### config.mk
export PLATFORM = sky130hd
export DESIGN_NAME = rh_status_bank
export DESIGN_NICKNAME = d
export VERILOG_FILES = /design/src/rtl/rh_pkg.sv /design/src/rtl/rh_rst_sync.sv /design/src/rtl/rh_hub_reg.sv /design/src/rtl/rh_port_reg.sv /design/src/rtl/rh_read_mux.sv /design/src/rtl/rh_status_bank.sv
export SDC_FILE = /design/constraint.sdc
export NUM_CORES = 1
export LEC_CHECK = 0
export CAP_MARGIN = 5
export CORE_MARGIN = 4
export CORE_UTILIZATION = 31
export CTS_CLUSTER_SIZE = 25
export DETAILED_ROUTE_END_ITERATION = 8
export PLACE_DENSITY = 0.81
export SYNTH_ARGS = -nofsm -noshare
export SYNTH_HDL_FRONTEND = slang
export SYNTH_SLANG_ARGS = --single-unit
### constraint.sdc
create_clock -name clk -period 0.9 [get_ports clk]
set_input_delay 0.18 -clock clk [delete_from_list [all_inputs] [get_ports clk]]
set_output_delay 0.18 -clock clk [all_outputs]
set_load 0.02 [all_outputs]
### src/rtl/rh_pkg.sv
package rh_pkg;
  localparam int unsigned HUB_OFS     = 32'h50;
  localparam int unsigned PORT_BASE   = 32'h54;
  localparam int unsigned PORT_STRIDE = 4;
  localparam int unsigned NMON        = 2;
  localparam int unsigned HUB_GCLR    = 0;
  localparam int unsigned HUB_OCI     = 1;
  localparam int unsigned PS_CONN     = 0;
  localparam int unsigned PS_PWRIN    = 1;
  localparam int unsigned PS_PPS      = 8;
  localparam int unsigned CHG_LSB     = 16;
  typedef logic [NMON-1:0] mon_t;
endpackage

### src/rtl/rh_rst_sync.sv
module rh_rst_sync #(
  parameter int unsigned STAGES = 2
) (
  input  logic clk,
  input  logic rst_n,
  output logic rst_n_sync
);
  logic [STAGES-1:0] sync_q;

  always_ff @(posedge clk or negedge rst_n) begin
    if (!rst_n) sync_q <= '0;
    else        sync_q <= {sync_q[STAGES-2:0], 1'b1};
  end

  assign rst_n_sync = sync_q[STAGES-1];
endmodule

### src/rtl/rh_hub_reg.sv
module rh_hub_reg import rh_pkg::*; #(
  parameter int unsigned DW = 32
) (
  input  logic          hub_wr,
  input  logic          gclr_bit,
  input  logic          hub_oc_in,
  input  logic          oc_per_port,
  output logic          gclr,
  output logic [DW-1:0] hub_word
);
  always_comb begin
    hub_word          = '0;
    hub_word[HUB_OCI] = hub_oc_in & ~oc_per_port;
    hub_word[HUB_GCLR] = 1'b0;
    gclr              = hub_wr & gclr_bit;
  end
endmodule

### src/rtl/rh_port_reg.sv
module rh_port_reg import rh_pkg::*; #(
  parameter int unsigned DW = 32
) (
  input  logic          clk,
  input  logic          rst_n,
  input  logic          port_wr,
  input  logic          set_pps,
  input  mon_t          clr_req,
  input  logic          conn_in,
  input  logic          pwr_in,
  input  logic          pwr_mask,
  input  logic          gclr,
  input  logic          xfer_busy,
  input  logic          usb_reset,
  output logic          pps_o,
  output mon_t          chg_o,
  output logic [DW-1:0] port_word
);
  mon_t mon, ev, clr;
  mon_t prev_q, chg_q, chg_d, pend_q, pend_d;
  logic pps_q, pps_d, pend_v_q, pend_v_d;
  logic chg_en, pps_en;

  always_comb begin
    mon      = {pwr_in, conn_in};
    ev       = mon ^ prev_q;
    clr      = '0;
    pend_v_d = pend_v_q;
    pend_d   = pend_q;
    if (port_wr && xfer_busy) begin
      pend_v_d = 1'b1;
      pend_d   = clr_req;
    end else begin
      if (port_wr) clr = clr_req;
      if (!xfer_busy && pend_v_q) begin
        clr      = clr | pend_q;
        pend_v_d = 1'b0;
        pend_d   = '0;
      end
    end
    chg_d = ev | (chg_q & ~clr);
    pps_d = pps_q;
    if (port_wr && set_pps)   pps_d = 1'b1;
    else if (gclr && !pwr_mask) pps_d = 1'b0;
    if (usb_reset) begin
      chg_d    = '0;
      pps_d    = 1'b0;
      pend_v_d = 1'b0;
      pend_d   = '0;
    end
    chg_en = usb_reset | port_wr | pend_v_q | (|ev);
    pps_en = usb_reset | port_wr | gclr;
  end

  always_ff @(posedge clk or negedge rst_n) begin
    if (!rst_n) begin
      prev_q   <= '0;
      chg_q    <= '0;
      pend_q   <= '0;
      pend_v_q <= 1'b0;
      pps_q    <= 1'b0;
    end else begin
      prev_q <= mon;
      if (chg_en) begin
        chg_q    <= chg_d;
        pend_q   <= pend_d;
        pend_v_q <= pend_v_d;
      end
      if (pps_en) pps_q <= pps_d;
    end
  end

  always_comb begin
    port_word                    = '0;
    port_word[PS_CONN]           = conn_in;
    port_word[PS_PWRIN]          = pwr_in;
    port_word[PS_PPS]            = pps_q;
    port_word[CHG_LSB +: NMON]   = chg_q;
  end

  assign pps_o = pps_q;
  assign chg_o = chg_q;
endmodule

### src/rtl/rh_read_mux.sv
module rh_read_mux import rh_pkg::*; #(
  parameter int unsigned NPORTS = 2,
  parameter int unsigned ADDR_W = 8,
  parameter int unsigned DW     = 32
) (
  input  logic [ADDR_W-1:0]          reg_addr,
  input  logic [DW-1:0]              hub_word,
  input  logic [NPORTS-1:0][DW-1:0]  port_words,
  output logic [DW-1:0]              reg_rdata
);
  always_comb begin
    reg_rdata = '0;
    if (reg_addr == ADDR_W'(HUB_OFS)) reg_rdata = hub_word;
    for (int i = 0; i < NPORTS; i++) begin
      if (reg_addr == ADDR_W'(PORT_BASE + PORT_STRIDE * i)) reg_rdata = port_words[i];
    end
  end
endmodule

### src/rtl/rh_status_bank.sv
module rh_status_bank import rh_pkg::*; #(
  parameter int unsigned NPORTS = 2,
  parameter int unsigned ADDR_W = 8,
  parameter int unsigned DW     = 32
) (
  input  logic              clk,
  input  logic              rst_n,
  input  logic [ADDR_W-1:0] reg_addr,
  input  logic              reg_wr,
  input  logic [DW-1:0]     reg_wdata,
  output logic [DW-1:0]     reg_rdata,
  input  logic              hub_oc_in,
  input  logic              oc_per_port,
  input  logic [NPORTS-1:0] conn_in,
  input  logic [NPORTS-1:0] pwr_in,
  input  logic [NPORTS-1:0] pwr_mask,
  input  logic              xfer_busy,
  input  logic              usb_reset
);
  logic                      rst_sync_n;
  logic                      hub_wr, gclr;
  logic [DW-1:0]             hub_word;
  logic [NPORTS-1:0][DW-1:0] port_words;
  logic [NPORTS-1:0]         pps_vec;
  mon_t [NPORTS-1:0]         chg_vec;
  logic                      wdata_unused;

  assign wdata_unused = ^reg_wdata;
  assign hub_wr       = reg_wr && (reg_addr == ADDR_W'(HUB_OFS));

  rh_rst_sync #(.STAGES(2)) u_rst (
    .clk(clk), .rst_n(rst_n), .rst_n_sync(rst_sync_n)
  );

  rh_hub_reg #(.DW(DW)) u_hub (
    .hub_wr(hub_wr), .gclr_bit(reg_wdata[HUB_GCLR]),
    .hub_oc_in(hub_oc_in), .oc_per_port(oc_per_port),
    .gclr(gclr), .hub_word(hub_word)
  );

  for (genvar p = 0; p < NPORTS; p++) begin : g_port
    logic port_wr;
    assign port_wr = reg_wr && (reg_addr == ADDR_W'(PORT_BASE + PORT_STRIDE * p));
    rh_port_reg #(.DW(DW)) u_port (
      .clk(clk), .rst_n(rst_sync_n), .port_wr(port_wr),
      .set_pps(reg_wdata[PS_PPS]), .clr_req(reg_wdata[CHG_LSB +: NMON]),
      .conn_in(conn_in[p]), .pwr_in(pwr_in[p]), .pwr_mask(pwr_mask[p]),
      .gclr(gclr), .xfer_busy(xfer_busy), .usb_reset(usb_reset),
      .pps_o(pps_vec[p]), .chg_o(chg_vec[p]), .port_word(port_words[p])
    );
  end

  rh_read_mux #(.NPORTS(NPORTS), .ADDR_W(ADDR_W), .DW(DW)) u_mux (
    .reg_addr(reg_addr), .hub_word(hub_word),
    .port_words(port_words), .reg_rdata(reg_rdata)
  );
endmodule

==> results.cfg <==
[clock_tree]
root_buffer = clkbuf_8
cts.sinks = 18
cts_buffer_depth = 2
cts_tree = yes
clk_latency_ns = 0.25
cts_buffers = 3
clk_pin_slew_ns = 0.07
h-tree-depth = 1

[placement]
dp.cells = 210
hpwl_mm = 2.15
place.port_buffers = 29
finalWeightedCongestion = 0.783
dpl_cell_area_sq_mm = 0.00155

[power]
power.share.switching_pct = 27.6
p_leak_nw = 0.800
p_switching_uw = 556
p_seq_share_pct = 42.7
peakVddDrop_mv = 0.681
p_clk_share_pct = 33.1
powerDensity_mw_per_mm2 = 1130
p_int_mw = 1.45
combPwrFrac_pct = 24.2

[critical_path]
path_class = register to output port
critPathLaunchType = register
reg2reg_depth = 3
cp.arrival_ns = 1.02
cp_max_fo = 2
crit-reg2reg-launch = g_port[0].u_port.pend_v_q
cp-startpoint = g_port[0].u_port.chg_o[0]
end_kind = output port
cp.required_ns = 0.72

[global_route]
grtUsageTotal_pct = 13.0
grt_pass1_vias = 999
grt_overflow = 0
grt_start_max_net_pins = 17
antenna_found_initial = 0
grt_pass1_wl_mm = 4.56

[layout]
layout_common_cells = conb_1 (28), buf_4 (19), dfrtp_1 (18)
layout_commonest_cell = conb_1
area_delta_synth_final_pct = 55.6
num_antenna_cells = 0
fin_cells = 217
nets = 225
drive_gt1_share_pct = 41.5
fillers = 323
final_cell_area_sq_mm = 0.00178

[floorplanning]
die_y_microns = 68.7
core_sq_mm = 0.00344
die_w_microns = 68.7
dieArea_sq_mm = 0.00472
start_util_pct = 33.2
rows = 21
io_pins = 85

[yosys]
synth_cell_types = 35
synth_area_sq_mm = 0.00114
ys_ff_latch = 18
yosysWarnings = 0
avgSynthCellArea_sq_um = 9.92
synth_edf_count = 0
netlist_instances = 115
async_flop_share_pct = 100
ys_seq_area_share_pct = 39.5
yosys-top-cells-area = dfrtp_1 (39%), buf_4 (18%), nor2_1 (3.0%), a21oi_1 (2.6%), o21ai_0 (2.6%)
synth_top_cell_by_area = dfrtp_1
ys.flop_type = dfrtp_1
netlist.area_leader.share_pct = 39.5

[drt]
drc = 0
routed_via_density = 4.44
dr_total_vias = 964
drt_pass1_iterations = 4
routed_wl_mm = 2.84
routedWlPerCell_microns = 13.1
antenna_left = 0
first_iter_violations = 34

[worst_hold_path]
min_path_type = primary input to async pin

[sta]
rsz0062_at_grt = yes
setup_viol = 17
slew_violations = 0
finalHoldViolations = 0
finalCriticalPeriod_ns = 1.20
period_share_pct = 134
fin_setup_tns_ns = -3.74
fin_skew_ns = 0.00453
setup_slack_ns = -0.302
timing.fmax_ghz = 0.832

[outcome]
violations = negative setup slack
status = complete, but fails checks

[run]
drv_cap = 0
[power groups by stage]
stage / logic, mW / registers (mW) / clock network (mW)
after floorplan: 0.305 / 0.879 / 0
after global placement: 0.435 / 0.871 / 0
after detailed placement: 0.442 / 0.872 / 0
after CTS: 0.450 / 0.858 / 0.682
after global routing: 0.533 / 0.861 / 0.708
final: 0.486 / 0.859 / 0.664
[kinds of logic after synthesis]
| family | count (synthesis) | synth area share, % |
|---|---|---|
| AOI/OAI and AO/OA | 25 | 15.7 |
| xor gates and xnor gates | 4 | 3.07 |
| buffers and inverters | 31 | 20.3 |
| DFF | 18 | 39.5 |
| muxes | 2 | 1.75 |
| other | 2 | 0.658 |
| and+or+nand+nor | 33 | 19.1 |
[routing by layer]
| metal | vias to the layer above | global-route usage (%) | share of wire (%) |
|---|---|---|---|
| met3 | 4 | 2.43 | 8.6 |
| met2 | 39 | 22.8 | 51 |
| met5 | - | 0 | 0 |
| met4 | 0 | 4.22 | 1.2 |
| met1 | 464 | 15.9 | 39 |
| li1 | 457 | - | - |
[final cells by class]
class                   count  area, sq um  share of cell area, %
multi-input cells          92          694                   39.1
repair buffers             55          510                   28.8
flip-flops and latches     18          450                   25.4
well taps                  46         57.6                   3.24
clock buffers               4         55.1                   3.10
inverters                   2         7.51                  0.423
[flip-flops by register name, indices dropped and copies added (netlist names)]
name and count:
g_port.u_port.chg_o 4, g_port.u_port.pend_q 4, g_port.u_port.pend_v_q 2, g_port.u_port.pps_o 2, u_rst.sync_q 2, g_port.u_port.prev_q 4
[critical path: stages, from the launching register on]
cell and delay (ns):
dfrtp_1 0.39, a22oi_2 0.21, nor2_4 0.04, buf_6 0.12
[final timing paths]
kind | to | slack (ns)
worst max register to register | g_port[0].u_port.pend_q[1] | -0.18
max in group asynchronous | g_port[1].u_port.prev_q[1] | 0.53
worst min-delay path | u_rst.sync_q[0] | 0.08
worst min register to register | g_port[0].u_port.pend_q[1] | 0.18
worst max-delay path | reg_rdata[16] | -0.30
min in group clk | g_port[0].u_port.prev_q[1] | 0.22
[Yosys cell counts (3+ instances only)]
| master | count |
|---|---|
| nand2_1 | 4 |
| nand2b_1 | 3 |
| nor2_1 | 9 |
| dfrtp_1 | 18 |
| a22oi_1 | 4 |
| xnor2_1 | 3 |
| buf_4 | 28 |
| nor2b_1 | 4 |
| a21oi_1 | 6 |
| o21ai_0 | 6 |
[stage by stage]
step	power (mW)	hold slack [ns]	setup slack (ns)	utilization [%]
2_1_floorplan	1.18	-0.116	-0.338	-
5_1_grt	2.10	0.0863	-0.352	51.6
4_1_cts	1.99	0.0817	-0.343	49.0
6_report	2.01	0.0835	-0.302	51.6
3_5_place_dp	1.31	0.186	-1.17	45.0
3_3_place_gp	1.31	0.180	-1.12	45.0
[timing repair]
item                                    in CTS  in global routing
resized for setup                           86                 29
endpoints found under the setup margin      17                 17
cloned                                       0                  0
hold buffers                                 0                  0
pin swaps                                   18                 15
buffers inserted                             4                  1
Note: power is estimated with default switching activity, not from simulation.
